$ cat config.mk
export PLATFORM = sky130hd
export DESIGN_NAME = banked_pc_seq
export DESIGN_NICKNAME = d
export VERILOG_FILES = /design/src/rtl/pcs_pkg.sv /design/src/rtl/pcs_next_sel.sv /design/src/rtl/pcs_pc_reg.sv /design/src/rtl/pcs_bank_ctl.sv /design/src/rtl/banked_pc_seq.sv
export SDC_FILE = /design/constraint.sdc
export NUM_CORES = 1
export LEC_CHECK = 0
export BUFFER_PORTS_ARGS = -buffer_cell sky130_fd_sc_hd__buf_2
export CORE_MARGIN = 1
export CORE_UTILIZATION = 45
export CTS_BUF_LIST = sky130_fd_sc_hd__clkbuf_8
export CTS_CLUSTER_DIAMETER = 200
export DETAILED_ROUTE_END_ITERATION = 12
export HOLD_SLACK_MARGIN = 0.1
export PLACE_DENSITY = 0.82
export SKIP_CTS_REPAIR_TIMING = 1
export SLEW_MARGIN = 20
export SYNTH_ARGS = -nofsm -noshare
export SYNTH_HDL_FRONTEND = slang
export SYNTH_SLANG_ARGS = --single-unit
$ cat constraint.sdc
create_clock -name clk -period 1.8 [get_ports clk]
set_input_delay 0.18 -clock clk [delete_from_list [all_inputs] [get_ports clk]]
set_output_delay 0.18 -clock clk [all_outputs]
set_load 0.02 [all_outputs]
$ cat src/rtl/pcs_pkg.sv
package pcs_pkg;

  typedef enum logic [2:0] {
    SRC_HOLD = 3'd0,
    SRC_SEQ  = 3'd1,
    SRC_BR   = 3'd2,
    SRC_JMP  = 3'd3,
    SRC_RET  = 3'd4
  } pc_src_e;

  // Byte distance to the next instruction.
  function automatic logic [1:0] instr_len(input logic two_byte);
    return two_byte ? 2'd2 : 2'd1;
  endfunction

  // Address of the byte after the current instruction, wrapped to w bits.
  function automatic logic [31:0] step_addr(input logic [31:0] pc,
                                            input logic two_byte,
                                            input int unsigned w);
    logic [31:0] mask;
    mask = (32'd1 << w) - 32'd1;
    return (pc + 32'(instr_len(two_byte))) & mask;
  endfunction

  // Keep the page bits of seq, replace the low pw bits with tgt.
  function automatic logic [31:0] page_join(input logic [31:0] seq,
                                            input logic [31:0] tgt,
                                            input int unsigned pw);
    logic [31:0] lo_mask;
    lo_mask = (32'd1 << pw) - 32'd1;
    return (seq & ~lo_mask) | (tgt & lo_mask);
  endfunction

endpackage

$ cat src/rtl/pcs_next_sel.sv
module pcs_next_sel
  import pcs_pkg::*;
(
  input  logic    clk,
  input  logic    rst_n,
  input  logic    adv_i,
  input  logic    br_i,
  input  logic    br_taken_i,
  input  logic    jmp_i,
  input  logic    ret_i,
  output pc_src_e src_o,
  output logic    commit_o
);

  // Named events, one per winning source.
  logic ev_ret, ev_jmp, ev_br, ev_seq;

  assign ev_ret = ret_i;
  assign ev_jmp = jmp_i & ~ret_i;
  assign ev_br  = br_i & br_taken_i & ~jmp_i & ~ret_i;
  assign ev_seq = adv_i & ~(br_i & br_taken_i) & ~jmp_i & ~ret_i;

  always_comb begin
    src_o = SRC_HOLD;
    if (ev_ret)      src_o = SRC_RET;
    else if (ev_jmp) src_o = SRC_JMP;
    else if (ev_br)  src_o = SRC_BR;
    else if (ev_seq) src_o = SRC_SEQ;
  end

  assign commit_o = ev_ret | ev_jmp;


  one_winner_chk: assert property (@(posedge clk) disable iff (!rst_n)
    $onehot0({ev_ret, ev_jmp, ev_br, ev_seq}));


  ret_first_chk: assert property (@(posedge clk) disable iff (!rst_n)
    ret_i |-> (src_o == SRC_RET));

endmodule

$ cat src/rtl/pcs_pc_reg.sv
module pcs_pc_reg
  import pcs_pkg::*;
#(
  parameter int unsigned PC_W   = 12,
  parameter int unsigned PAGE_W = 8
) (
  input  logic              clk,
  input  logic              rst_n,
  input  pc_src_e           src_i,
  input  logic              len2_i,
  input  logic [PAGE_W-1:0] br_tgt_i,
  input  logic [PC_W-1:0]   jmp_tgt_i,
  input  logic [PC_W-1:0]   ret_val_i,
  output logic [PC_W-1:0]   pc_o
);

  logic [PC_W-1:0] pc_q, pc_d;
  logic [PC_W-1:0] seq_pc, br_pc;

  assign seq_pc = PC_W'(step_addr(32'(pc_q), len2_i, PC_W));
  assign br_pc  = PC_W'(page_join(32'(seq_pc), 32'(br_tgt_i), PAGE_W));

  always_comb begin
    unique case (src_i)
      SRC_SEQ: pc_d = seq_pc;
      SRC_BR:  pc_d = br_pc;
      SRC_JMP: pc_d = jmp_tgt_i;
      SRC_RET: pc_d = ret_val_i;
      default: pc_d = pc_q;
    endcase
  end

  always_ff @(posedge clk) begin
    if (!rst_n) pc_q <= '0;
    else        pc_q <= pc_d;
  end

  assign pc_o = pc_q;


  seq_step_chk: assert property (@(posedge clk) disable iff (!rst_n)
    (src_i == SRC_SEQ) |=>
      (PC_W'(pc_q - $past(pc_q)) == ($past(len2_i) ? PC_W'(2) : PC_W'(1))));


  br_low_chk: assert property (@(posedge clk) disable iff (!rst_n)
    (src_i == SRC_BR) |=> (pc_q[PAGE_W-1:0] == $past(br_tgt_i)));


  jmp_load_chk: assert property (@(posedge clk) disable iff (!rst_n)
    (src_i == SRC_JMP) |=> (pc_q == $past(jmp_tgt_i)));


  ret_load_chk: assert property (@(posedge clk) disable iff (!rst_n)
    (src_i == SRC_RET) |=> (pc_q == $past(ret_val_i)));


  pc_hold_chk: assert property (@(posedge clk) disable iff (!rst_n)
    (src_i == SRC_HOLD) |=> $stable(pc_q));

endmodule

$ cat src/rtl/pcs_bank_ctl.sv
module pcs_bank_ctl #(
  parameter int unsigned BANK_W = 1
) (
  input  logic              clk,
  input  logic              rst_n,
  input  logic              bsel_i,
  input  logic [BANK_W-1:0] bsel_val_i,
  input  logic              commit_i,
  output logic [BANK_W-1:0] bank_o
);

  logic [BANK_W-1:0] pend_q, pend_d, bank_q;

  assign pend_d = bsel_i ? bsel_val_i : pend_q;

  always_ff @(posedge clk) begin
    if (!rst_n) begin
      pend_q <= '0;
      bank_q <= '0;
    end else begin
      pend_q <= pend_d;
      if (commit_i) bank_q <= pend_d;
    end
  end

  assign bank_o = bank_q;


  pend_rec_chk: assert property (@(posedge clk) disable iff (!rst_n)
    bsel_i |=> (pend_q == $past(bsel_val_i)));


  bank_hold_chk: assert property (@(posedge clk) disable iff (!rst_n)
    !commit_i |=> $stable(bank_q));


  bank_commit_chk: assert property (@(posedge clk) disable iff (!rst_n)
    commit_i |=> (bank_q == pend_q));

endmodule

$ cat src/rtl/banked_pc_seq.sv
module banked_pc_seq
  import pcs_pkg::*;
#(
  parameter int unsigned PC_W   = 12,
  parameter int unsigned PAGE_W = 8,
  parameter int unsigned BANK_W = 1,
  localparam int unsigned FA_W  = BANK_W + PC_W
) (
  input  logic              clk,
  input  logic              rst_n,
  input  logic              adv_i,
  input  logic              len2_i,
  input  logic              br_i,
  input  logic              br_taken_i,
  input  logic [PAGE_W-1:0] br_tgt_i,
  input  logic              jmp_i,
  input  logic [PC_W-1:0]   jmp_tgt_i,
  input  logic              ret_i,
  input  logic [PC_W-1:0]   ret_val_i,
  input  logic              bsel_i,
  input  logic [BANK_W-1:0] bsel_val_i,
  output logic [FA_W-1:0]   fetch_addr_o,
  output logic [PC_W-1:0]   pc_o
);

  pc_src_e           src;
  logic              commit;
  logic [PC_W-1:0]   pc;
  logic [BANK_W-1:0] bank;

  pcs_next_sel u_sel (
    .clk        (clk),
    .rst_n      (rst_n),
    .adv_i      (adv_i),
    .br_i       (br_i),
    .br_taken_i (br_taken_i),
    .jmp_i      (jmp_i),
    .ret_i      (ret_i),
    .src_o      (src),
    .commit_o   (commit)
  );

  pcs_pc_reg #(.PC_W(PC_W), .PAGE_W(PAGE_W)) u_pc (
    .clk       (clk),
    .rst_n     (rst_n),
    .src_i     (src),
    .len2_i    (len2_i),
    .br_tgt_i  (br_tgt_i),
    .jmp_tgt_i (jmp_tgt_i),
    .ret_val_i (ret_val_i),
    .pc_o      (pc)
  );

  pcs_bank_ctl #(.BANK_W(BANK_W)) u_bank (
    .clk        (clk),
    .rst_n      (rst_n),
    .bsel_i     (bsel_i),
    .bsel_val_i (bsel_val_i),
    .commit_i   (commit),
    .bank_o     (bank)
  );

  assign fetch_addr_o = {bank, pc};
  assign pc_o         = pc;


  wrap_keeps_bank_chk: assert property (@(posedge clk) disable iff (!rst_n)
    (adv_i && !br_i && !jmp_i && !ret_i) |=>
      (fetch_addr_o[FA_W-1 -: BANK_W] == $past(fetch_addr_o[FA_W-1 -: BANK_W])));

endmodule

# After elaboration in Yosys (flattened, before gate mapping)
# Cells that the tools add are included.
[totals]
ff_bits = 14
output_inout_bits = 25
elab_cells = 28
[classes]
addsub = 1
eq_ne = 4
n_mux = 7
bitwise_logic = 12
n_reduce_logical = 1
[ops]
columns = ["cell", "n"]
rows = [
  ["$pmux W12 S4", 1],
  ["$add A12 B2 Y12", 1],
  ["$or A12 B8 Y12", 1],
  ["$mux W3", 3],
  ["$and A1 B1 Y1", 7],
  ["$eq A3 B2 Y1 const B", 2],
  ["$reduce_bool A4 Y1", 1],
  ["$eq A3 B1 Y1 const B", 1],
  ["$eq A3 B3 Y1 const B", 1],
  ["$not A1 Y1", 3],
  ["$mux W1", 2],
  ["$mux W2", 1],
  ["$or A1 B1 Y1", 1],
]

# Longest topological paths before layout
# Gate-level depths: netlist of run 1.
[logic_depth]
ltp_word = 11
ltp_mapped = 7
depth_no_buf = 7

# Cells and area by module
# From an unflattened synthesis of run 1, not the netlist that was laid out.
[hier_totals]
hier_cells = 166
hier_area_um2 = 1318.8
[modules_own_cells]
columns = ["mod", "n_inst", "cells_each", "area_per_inst_um2", "seq_area_each_um2"]
rows = [
  ["pcs_pc_reg", 1, 141, 1114.8, 240.2],
  ["banked_pc_seq", 1, 13, 97.6, 0.0],
  ["pcs_bank_ctl", 1, 6, 66.3, 40.0],
  ["pcs_next_sel", 1, 6, 40.0, 0.0],
]

# Worst setup path before layout of run 1
# Ideal clock, no wire load.
[synth_path]
path_type = "register to register"
from = "register u_pc.pc_q[0], in the netlist u_pc.pc_o[0]"
to = "register u_pc.pc_q[2], in the netlist u_pc.pc_o[2]"
setup_ns = 0.070
t_arrival_ns = 1.601
required_ns = 1.730
path_slack_ns = 0.129
stages_incl_launch_ff = 7
period_less_slack_ns = 1.671
cell_sequence = "dfxtp_1 -> ha_1 -> fa_1 -> nand2_1 -> xor2_1 -> a211o_1 -> a21oi_1"
[synth_via]
elab_chain_cells = 2
[synth_lines]
columns = ["element", "line", "source"]
rows = [
  ["start: declaration", "pcs_pc_reg.sv:17", "logic [PC_W-1:0] pc_q, pc_d;"],
  ["start signal: assignment", "pcs_pc_reg.sv:35", "else pc_q <= pc_d;"],
  ["$add A12 B2 Y12", "pcs_pkg.sv:22", "return (pc + 32'(instr_len(two_byte))) & mask;"],
  ["$pmux W12 S4", "pcs_pc_reg.sv:24", "unique case (src_i)"],
]
# No other way between the ends.
# A chain may end at the register's enable or synchronous reset.

# Final worst setup path of run 1
[layout_path]
from = "register u_pc.pc_q[0], in the netlist u_pc.pc_o[0]"
to = "register u_pc.pc_q[6], in the netlist u_pc.pc_o[6]"
# The elaborated chain is that of the path after synthesis.

==> results of run 1 <==
through the flow:
step	total power [uW]	instance area (um^2)	util	hold slack [ps]	instances
floorplan	574.4	1135	-	308.2	139
global placement	657.8	1396	0.6078	440.1	217
detailed placement	667.9	1396	0.6078	442.2	217
CTS	980.0	1451	0.6318	180.1	221
global route	1035	1451	0.6318	176.0	221
finish	984.1	1451	0.6318	177.1	221
critical path, cell delays in order, from the launching register on:
cell	delay [ps]
dfxtp_1	340
ha_1	220
fa_1	410
nand2_1	120
nor3_1	60
o311ai_1	320
nand2_1	90
cell families (layout without fill, tap and decap cells):
family,count (synthesis),count (layout)
adder cells (fa/ha/maj),3,3
buffers and inverters,22,76
flip-flops,14,14
multiplexers,2,2
AO/OA/AOI/OAI,45,45
AND/OR/NAND/NOR,47,47
XOR/XNOR,6,6
cell usage in the layout (no fill, tap or decap), drive strengths merged, types with 3 or more instances in the layout:
cell type and n:
buf 69, o21ai 11, o31ai 3, nand4 5
a22o 4, nand2b 6, nand3 3, clkbuf 4
inv 3, nor2b 3, xnor2 4, o31a 3
a21boi 3, o311ai 3, a21oi 6, dfxtp 14
nand2 17
report_power, final:
group	leakage, uW	switching (uW)	total [uW]	internal [uW]
Combinational	0.000546	169	298	129
Clock	0.0000288	126	320	194
Sequential	0.000116	32.0	366	334
flip-flops by register name (all words and copies together), names as in the netlist:
register       flops
u_bank.bank_o      1
u_bank.pend_q      1
u_pc.pc_o         12
worst paths after layout:
kind / endpoint / slack [ps] / depth (start not counted)
setup / recovery: u_pc.pc_o[6] / 130 / 6
hold / removal: u_pc.pc_o[4] / 180 / 3
setup reg to reg: u_pc.pc_o[6] / 130 / 6
hold reg to reg: u_pc.pc_o[0] / 500 / 2
layer usage:
| layer | GRT usage | vias up |
|---|---|---|
| met2 | 0.4274 | 73 |
| met4 | 0.1228 | 0 |
| met3 | 0.02609 | 10 |
| met1 | 0.3274 | 583 |
| met5 | 0 | - |
| li1 | - | 617 |
cell type report:
| cell class | count | area, um^2 | share of cell area |
|---|---|---|---|
| tap | 28 | 35.03 | 0.02414 |
| timing repair buffer | 69 | 352.8 | 0.2431 |
| multi-input combinational | 103 | 716.9 | 0.4940 |
| sequential | 14 | 280.3 | 0.1931 |
| clock buffer | 4 | 55.05 | 0.03793 |
| inverter | 3 | 11.26 | 0.007759 |
==> reports/summary.txt, run 1 <==
Status -> completed
Hold path start -> ret_val_i[4]
Layout Nets -> 239
Total CTS buffers -> 3
EDFF count, synth -> 0
Adder-cell share of the synthesized area -> 0.03969
Max-cap check violation count -> 0
# DRC -> 0
H-tree levels -> 1
Fraction of layout cells with a size suffix above 1 -> 0.3990
Final HPWL DP -> 2446 um
#FFs+latches synth -> 14
Number of top-level pins -> 67
Die width -> 52.22 um
Layout Skew -> 2.612 ps
Worst-path maximum fanout -> 4
Fraction of synthesized cell area in xor and xnor cells -> 0.04631
WL met3 -> 250 um
Routed len/inst -> 14.71 um
Final period utilization -> 0.9278
RSZ-0062 raised after global routing -> false
PortBufs -> 66
Final wirelength -> 3250 um
Cells after Synth -> 139
Maximum VDD drop -> 0.4235 mV
Clock Latency Late Sink -> 250 ps
Mux share of post-synthesis cell area -> 0.01764
Met2 Routed Length -> 1579 um
# fillers -> 218
CTS tree -> done
Met1 WL -> 1327 um
Setup violations, final -> 0
CTS clk-pin slew, worst paths -> 60 ps
Max clock buf depth -> 2
Final GP Congestion -> 0.9162
LEAKAGE -> 0.0006913 uW
Power Density -> 678.1 nW/um^2
Global-route wire length before repair -> 5175 um
Initial antenna violation count -> 0
Syn_nets -> 184
Library cells used by synthesis -> 44
All-Layer GR Usage -> 0.2561
Via-per-instance ratio -> 5.805
Max Fclk -> 0.5988 GHz
Worst r2r src -> u_pc.pc_o[0]
Initial DRC Count -> 33
Num rows -> 17
Post-Synth Simple-Gate Area -> 0.2426
Arr. time, crit path -> 1810 ps
Root buffer cell -> clkbuf_8
Commonest cells post-synth -> nand2_1, dfxtp_1, buf_4
Critical path launch point type -> flip-flop
Gr ovfl total -> 0
Seq/Total Area, Yosys -> 0.2470
Max layer used -> met4
Post-DRT Antenna Nets -> 0
Detailed-route via count -> 1283
Setup TNS Final -> 0 ps
DIE AREA -> 2727 um^2
Top_reg_cell synth -> dfxtp_1
First drt pass iteration count -> 5
Min Tclk post-route -> 1670 ps
Least-Margin Pin Slew -> 502.2 ps
Setup WS pre-CTS -> 119.7 ps
Post-Syn Area per Cell -> 8.164 um^2
Top-count cell post-synth -> nand2_1
WS Path Type -> reg -> reg
YS warnings -> 0
Largest family of logic cells by synthesized area -> compound AO/OA/AOI/OAI gates
Relative slew slack -> 0.6652
Post-synth top area share -> 0.2470
Leading area contributor after synthesis -> dfxtp_1
Min-delay worst type -> in -> reg
Clock sink count -> 14
CP required -> 1940 ps
Slew Viols, Final -> 0
Core area -> 2297 um^2
Vias in the first global route -> 1144
Syn Std Cell Area -> 1135 um^2
Asr flop ratio synth -> 0
Final Hold Vio Count -> 0
Compound-Gate Fraction of Synth Area -> 0.2856
Die H -> 52.22 um
PnR worst setup slack -> 130.0 ps
Synthesis-to-layout area growth -> 27.89%
Nature of the critical path endpoint -> flip-flop
Initial Utilization -> 0.4940
Antenna Cells -> 0
Worst setup path startpoint -> u_pc.pc_o[0]
Synth area leaders -> dfxtp_1, buf_4, nand2_1
Pin count of the biggest net entering global routing -> 24
(Power assumes the default switching activity.)
==> run 2: changes to the inputs <==
- CORE_UTILIZATION: 45 -> 46
- PLACE_DENSITY: 0.82 -> 0.84
- clock period: 1.8 -> 2.1 ns (I/O delays scaled with it)
==> run 2 against run 1 <==
Compared with the run above:
- worst setup slack better by 200 ps
- fmax is 5.6% lower
- via count down 0.16%
- final area fell by 2.0%
- final cell count down 1.4%
- sequential power fell by 15%
- sequential share of layout area increased by 0.39 points
- global-route usage about the same
==> reports/summary.txt, run 2 (synthesis gave the netlist of run 1 again) <==
Min-delay worst type -> in -> reg
PortBufs -> 66 (unchanged)
Final wirelength -> 3240 um (-0.31%)
First drt pass iteration count -> 4 (-1)
Total CTS buffers -> 3 (unchanged)
Max clock buf depth -> 2 (unchanged)
Final HPWL DP -> 2522 um (+3.1%)
Final period utilization -> 0.8420 (-0.08576)
Layout Cells excl Fill -> 218 (-1.4%)
Num rows -> 17 (unchanged)
DIE AREA -> 2670 um^2 (-2.1%)
Max Fclk -> 0.5655 GHz (-5.6%)
Relative slew slack -> 0.5135 (-0.1517)
Clock sink count -> 14 (unchanged)
RSZ-0062 raised after global routing -> false
Core area -> 2276 um^2 (-0.93%)
Final Hold Vio Count -> 0 (unchanged)
Final GP Congestion -> 0.8431 (-8.0%)
Vias in the first global route -> 1270 (+11%)
Layout Nets -> 237 (-0.84%)
Layout Skew -> 0.9088 ps (-1.703 ps)
Root buffer cell -> clkbuf_8
Synthesis-to-layout area growth -> 25.36%
Setup violations, final -> 0 (unchanged)
Least-Margin Pin Slew -> 725.4 ps (+223.2 ps)
Min Tclk post-route -> 1768 ps (+98.24 ps)
Crit-path max cell delay -> 480 ps (+70 ps)
Via-per-instance ratio -> 5.876 (+1.2%)
Setup TNS Final -> 0 ps (unchanged)
Routed len/inst -> 14.86 um (+1.1%)
Initial DRC Count -> 23 (-30%)
Critical path launch point type -> flip-flop
All-Layer GR Usage -> 0.2564 (+0.0003738)
Arr. time, crit path -> 1950 ps (+140 ps)
Number of top-level pins -> 67 (unchanged)
WS Path Type -> reg -> reg
Power Density -> 553.3 nW/um^2 (-18%)
Die H -> 51.67 um (-1.1%)
Global-route wire length before repair -> 5223 um (+0.93%)
Initial antenna violation count -> 0 (unchanged)
Pin count of the biggest net entering global routing -> 24 (unchanged)
Cell family with most CP delay -> adder cells
Nature of the critical path endpoint -> flip-flop
Largest register FFs -> 12 (unchanged)
Crit path cell chain -> ha_1, fa_1, nand2_1, xor2_1, a211o_1, a21oi_1
LEAKAGE -> 0.0006741 uW (-2.5%)
Gr ovfl total -> 0 (unchanged)
CP required -> 2280 ps (+340 ps)
Worst-path maximum fanout -> 6 (+2)
Initial Utilization -> 0.4986 (+0.004617)
CTS clk-pin slew, worst paths -> 60 ps (about the same)
Status -> completed
Detailed-route via count -> 1281 (-0.16%)
Worst path bufs/invs -> 0 (unchanged)
Slew Viols, Final -> 0 (unchanged)
Clock Latency Late Sink -> 240 ps (about the same)
Number of instances in the placed design -> 215 (-0.92%)
Commonest non-fill, non-tap cell in the layout -> buf_2
# fillers -> 200 (-8.3%)
Maximum VDD drop -> 0.5471 mV (+29%)
Fraction of layout cells with a size suffix above 1 -> 0.3895 (-0.009490)
Slowest CP cell -> fa_1
Die width -> 51.67 um (-1.1%)
Most frequent cells in the layout -> buf_2, nand2_1, dfxtp_1
CTS tree -> done
Max-cap check violation count -> 0 (unchanged)
H-tree levels -> 1 (unchanged)
Post-DRT Antenna Nets -> 0 (unchanged)
Antenna Cells -> 0 (unchanged)
Fin util -> 0.6251 (-0.006739)
# DRC -> 0 (unchanged)
run 2: per-layer routing:
metal	track usage	up-vias	wire length, um
li1	-	610	-
met3	0.06140	9	231
met4	0.07658	0	59
met5	0	-	0
met1	0.2473	595	1214
met2	0.5216	67	1734
run 2: worst min-delay path, delay by kind of cell:
| family | cells | cell delay (ps) |
|---|---|---|
| buffers and inverters | 1 | 100 |
| AND/OR/NAND/NOR | 1 | 50 |
| AO/OA/AOI/OAI | 1 | 50 |
run 2: worst paths after layout:
path,cells after the start,startpoint,slack (ps),endpoint
worst max-delay path,6,u_pc.pc_o[0],330,u_pc.pc_o[2]
worst min-delay path,3,ret_val_i[4],220,u_pc.pc_o[4]
worst min register to register,2,u_pc.pc_o[0],500,u_pc.pc_o[0]
worst max register to register,6,u_pc.pc_o[0],330,u_pc.pc_o[2]
run 2: where the power goes:
| group | internal, uW | leakage (uW) | switching (uW) |
|---|---|---|---|
| clock network | 127 | 0.0000216 | 94.9 |
| registers | 287 | 0.000116 | 25.3 |
| logic | 108 | 0.000536 | 145 |
run 2: final cells by class:
type                            count  area (um^2)  area share
Inverter                            3        11.26    0.007916
Tap cell                           28        35.03     0.02463
Sequential cell                    14        280.3      0.1970
Timing Repair Buffer               67        337.8      0.2375
Multi-Input combinational cell    103        716.9      0.5040
Clock buffer                        3        41.29     0.02902
run 2: through the flow:
stage	hold slack [ps]	setup slack, ps	power, uW	instance area [um^2]
after floorplan	338.2	429.2	492.3	1135
after global placement	472.2	402.4	560.2	1381
after detailed placement	474.3	302.7	570.0	1381
after CTS	219.1	341.2	787.5	1423
after global routing	216.5	241.5	827.8	1423
final	216.0	331.8	787.1	1423
==> run 3: changes to the inputs <==
- ABC_AREA: unset -> 1
- CORE_UTILIZATION: 46 -> 41
- PLACE_DENSITY: 0.84 -> 0.78
- clock period: 2.1 -> 1.6 ns (I/O delays scaled with it)
==> run 3 against run 2 <==
Compared with the run above:
- the flow now finishes with violations (negative setup slack)
- wire length grew 7.6%
- count of clock-buffer cells in the layout grew 1
- largest cell class unchanged
- synthesized cell count grew 41%
- final area grew 13%
- via count grew 15%
- worst setup slack lost 360 ps
- critical path depth grew 3
- global-route usage shrank 4.0 points
- fmax grew 8.4%
==> reports/summary.txt, run 3 <==
Status -> finished, violations left
Failing checks -> negative setup slack
Max-cap check violation count -> 0 (unchanged)
#FFs+latches synth -> 14 (unchanged)
Min-delay worst type -> in -> reg
Asr flop ratio synth -> 0 (unchanged)
Commonest cells post-synth -> nand2_1, nand3_1, inv_1
YS warnings -> 0 (unchanged)
H-tree levels -> 1 (unchanged)
Core area -> 2781 um^2 (+22%)
Commonest non-fill, non-tap cell in the layout -> buf_2
Min Tclk post-route -> 1631 ps (-137.6 ps)
Fraction of layout cells with a size suffix above 1 -> 0.3541 (-0.03539)
Die H -> 56.41 um (+9.2%)
Max clock buf depth -> 2 (unchanged)
PnR worst setup slack -> -30.64 ps (-362.4 ps)
R2R setup slack -> -30 ps (-360 ps)
Largest register FFs -> 12 (unchanged)
Relative slew slack -> 0.8057 (+0.2922)
Clock power share -> 0.323 (+0.041)
Top_reg_cell synth -> dfxtp_1
Setup TNS Final -> -41.62 ps (-41.62 ps)
Die width -> 56.41 um (+9.2%)
CTS clk-pin slew, worst paths -> 70 ps (about the same)
RSZ-0062 raised after global routing -> true
Switching share of total power -> 0.3479 (+0.01067)
Synth area leaders -> dfxtp_1, nand2_1, nand3_1
Critical path launch point type -> flip-flop
EDFF count, synth -> 0 (unchanged)
Syn Std Cell Area -> 1214 um^2 (+6.9%)
Setup violations, final -> 2 (+2)
Maximum VDD drop -> 0.5532 mV (+1.1%)
Cells after Synth -> 196 (+41%)
CTS tree -> done
Routed len/inst -> 12.10 um (-19%)
Slew Viols, Final -> 0 (unchanged)
Post-DRT Antenna Nets -> 0 (unchanged)
Final period utilization -> 1.019 (+0.1771)
Total power -> 1136 uW (+44%)
DIE AREA -> 3182 um^2 (+19%)
Root buffer cell -> clkbuf_8
Clock Latency Late Sink -> 250 ps (about the same)
Flop pwr share -> 0.367 (-0.030)
Max layer used -> met4
Top-count cell post-synth -> nand2_1
Final wirelength -> 3485 um (+7.6%)
Power Density -> 708.6 nW/um^2 (+28%)
Total CTS buffers -> 3 (unchanged)
Slowest CP cell -> fa_2
Library cells used by synthesis -> 26 (-41%)
Clock sink count -> 14 (unchanged)
Crit path cell chain -> ha_4, fa_2, nand2_2, nor2_2, xor2_1, nand2_1, nand2_1, nor2_1, nor2_1
Fin util -> 0.5762 (-0.04882)
Initial Utilization -> 0.4363 (-0.06228)
Met2 Routed Length -> 1658 um (-4.4%)
Layout Skew -> 2.987 ps (+2.078 ps)
Sw power -> 395.1 uW (+49%)
Arr. time, crit path -> 1780 ps (-170 ps)
First drt pass iteration count -> 4 (unchanged)
Gr ovfl total -> 0 (unchanged)
Cell family with most CP delay -> adder cells
Leading area contributor after synthesis -> dfxtp_1
PortBufs -> 66 (unchanged)
# DRC -> 0 (unchanged)
Initial antenna violation count -> 0 (unchanged)
Nature of the critical path endpoint -> flip-flop
Most frequent cells in the layout -> buf_2, nand2_1, nand3_1
Number of top-level pins -> 67 (unchanged)
Via-per-instance ratio -> 5.118 (-13%)
Pin count of the biggest net entering global routing -> 15 (-38%)
Initial DRC Count -> 45 (+96%)
WS Path Type -> reg -> reg
Cell-internal power -> 740.7 uW (+42%)
Vias in the first global route -> 1267 (-0.24%)
All-Layer GR Usage -> 0.2163 (-0.04012)
Final Hold Vio Count -> 0 (unchanged)
Least-Margin Pin Slew -> 291.1 ps (-434.3 ps)
Seq/Total Area, Yosys -> 0.2309 (-0.01604)
Syn_nets -> 241 (+31%)
Num rows -> 19 (+2)
Worst path bufs/invs -> 0 (unchanged)
CP required -> 1750 ps (-530 ps)
Final GP Congestion -> 0.8289 (-1.7%)
Antenna Cells -> 0 (unchanged)
WL met3 -> 195 um (-16%)
Max Fclk -> 0.6133 GHz (+8.4%)
Crit-path max cell delay -> 400 ps (-80 ps)
LEAKAGE -> 0.0008675 uW (+29%)
Detailed-route via count -> 1474 (+15%)
Synthesis-to-layout area growth -> 32.06%
FF-to-FF End -> u_pc.pc_o[4]
Combinational cell fraction of total power -> 0.310 (-0.011)
Worst setup path startpoint -> u_pc.pc_o[0]
Worst r2r src -> u_pc.pc_o[0]
Number of cells on the worst hold path -> 3 (unchanged)
Post-synth top area share -> 0.2309 (-0.01604)
Worst Reg-to-Reg Cells -> 9 (+3)
Global-route wire length before repair -> 5520 um (+5.7%)
Final HPWL DP -> 2581 um (+2.3%)
Worst Hold End -> u_bank.pend_q
Post-Syn Area per Cell -> 6.192 um^2 (-24%)
Worst-path maximum fanout -> 3 (-3)
Hold path start -> bsel_val_i
Layout Nets -> 303 (+28%)
Setup WS pre-CTS -> -16.49 ps (-319.2 ps)
Met1 WL -> 1600 um (+32%)
-- run 3: changes by cell type in the layout (fill, tap and decap cells not counted), sizes merged, moves of 7 or more --
| cell | delta |
|---|---|
| a21oi | +8 |
| buf | +7 |
| nor2 | +15 |
| inv | +18 |
| nand3 | +32 |
| nand2 | +35 |
-- run 3: metal layers --
| layer | GRT usage | vias to the layer above |
|---|---|---|
| li1 | - | 754 |
| met1 | 0.2762 | 651 |
| met2 | 0.3793 | 63 |
| met3 | 0.02765 | 6 |
| met4 | 0.06272 | 0 |
| met5 | 0 | - |
-- run 3: worst max-delay path by stage --
stage	endpoint	depth (start not counted)
2_1_floorplan	u_pc.pc_o[4]	9
3_3_place_gp	u_pc.pc_o[4]	9
3_5_place_dp	u_pc.pc_o[4]	9
4_1_cts	u_pc.pc_o[4]	9
5_1_grt	u_pc.pc_o[4]	9
6_report	u_pc.pc_o[4]	9
-- run 3: area by class of cell --
cell class	instances	area, um^2
fillers	271	1179
inverters	21	81.33
clock buffers	4	55.05
flip-flops and latches	14	284.0
repair buffers	74	390.4
well taps	31	38.79
multi-input cells	144	753.2
-- run 3: worst min-delay path, delay by kind of cell --
kind | cells | cell delay (ps)
and+or+nand+nor | 1 | 90
buffers and inverters | 1 | 80
muxes | 1 | 80
-- run 3: cells by family (layout without fill, tap and decap cells) --
logic type	Yosys count	count (layout)	synth area share
AOI/OAI and AO/OA	24	24	0.1031
xor gates and xnor gates	2	2	0.01444
adders and majority gates	3	3	0.03711
buffers and inverters	38	99	0.1629
DFF	14	14	0.2309
muxes	1	1	0.008248
and+or+nand+nor	114	114	0.4433
-- run 3: stage by stage --
step / hold WS, ps / instance area [um^2] / std cells
5_1_grt: 195.6 / 1603 / 288
3_5_place_dp: 444.9 / 1505 / 281
6_report: 190.7 / 1603 / 288
2_1_floorplan: 326.9 / 1215 / 196
3_3_place_gp: 433.4 / 1505 / 281
4_1_cts: 191.7 / 1560 / 285
-- run 3: power by group through the flow --
stage	sequential, uW	clock [uW]	combinational [uW]
finish	417	366	352
global route	422	371	389
CTS	416	361	337
detailed placement	423	0	334
global placement	423	0	330
floorplan	446	0	202
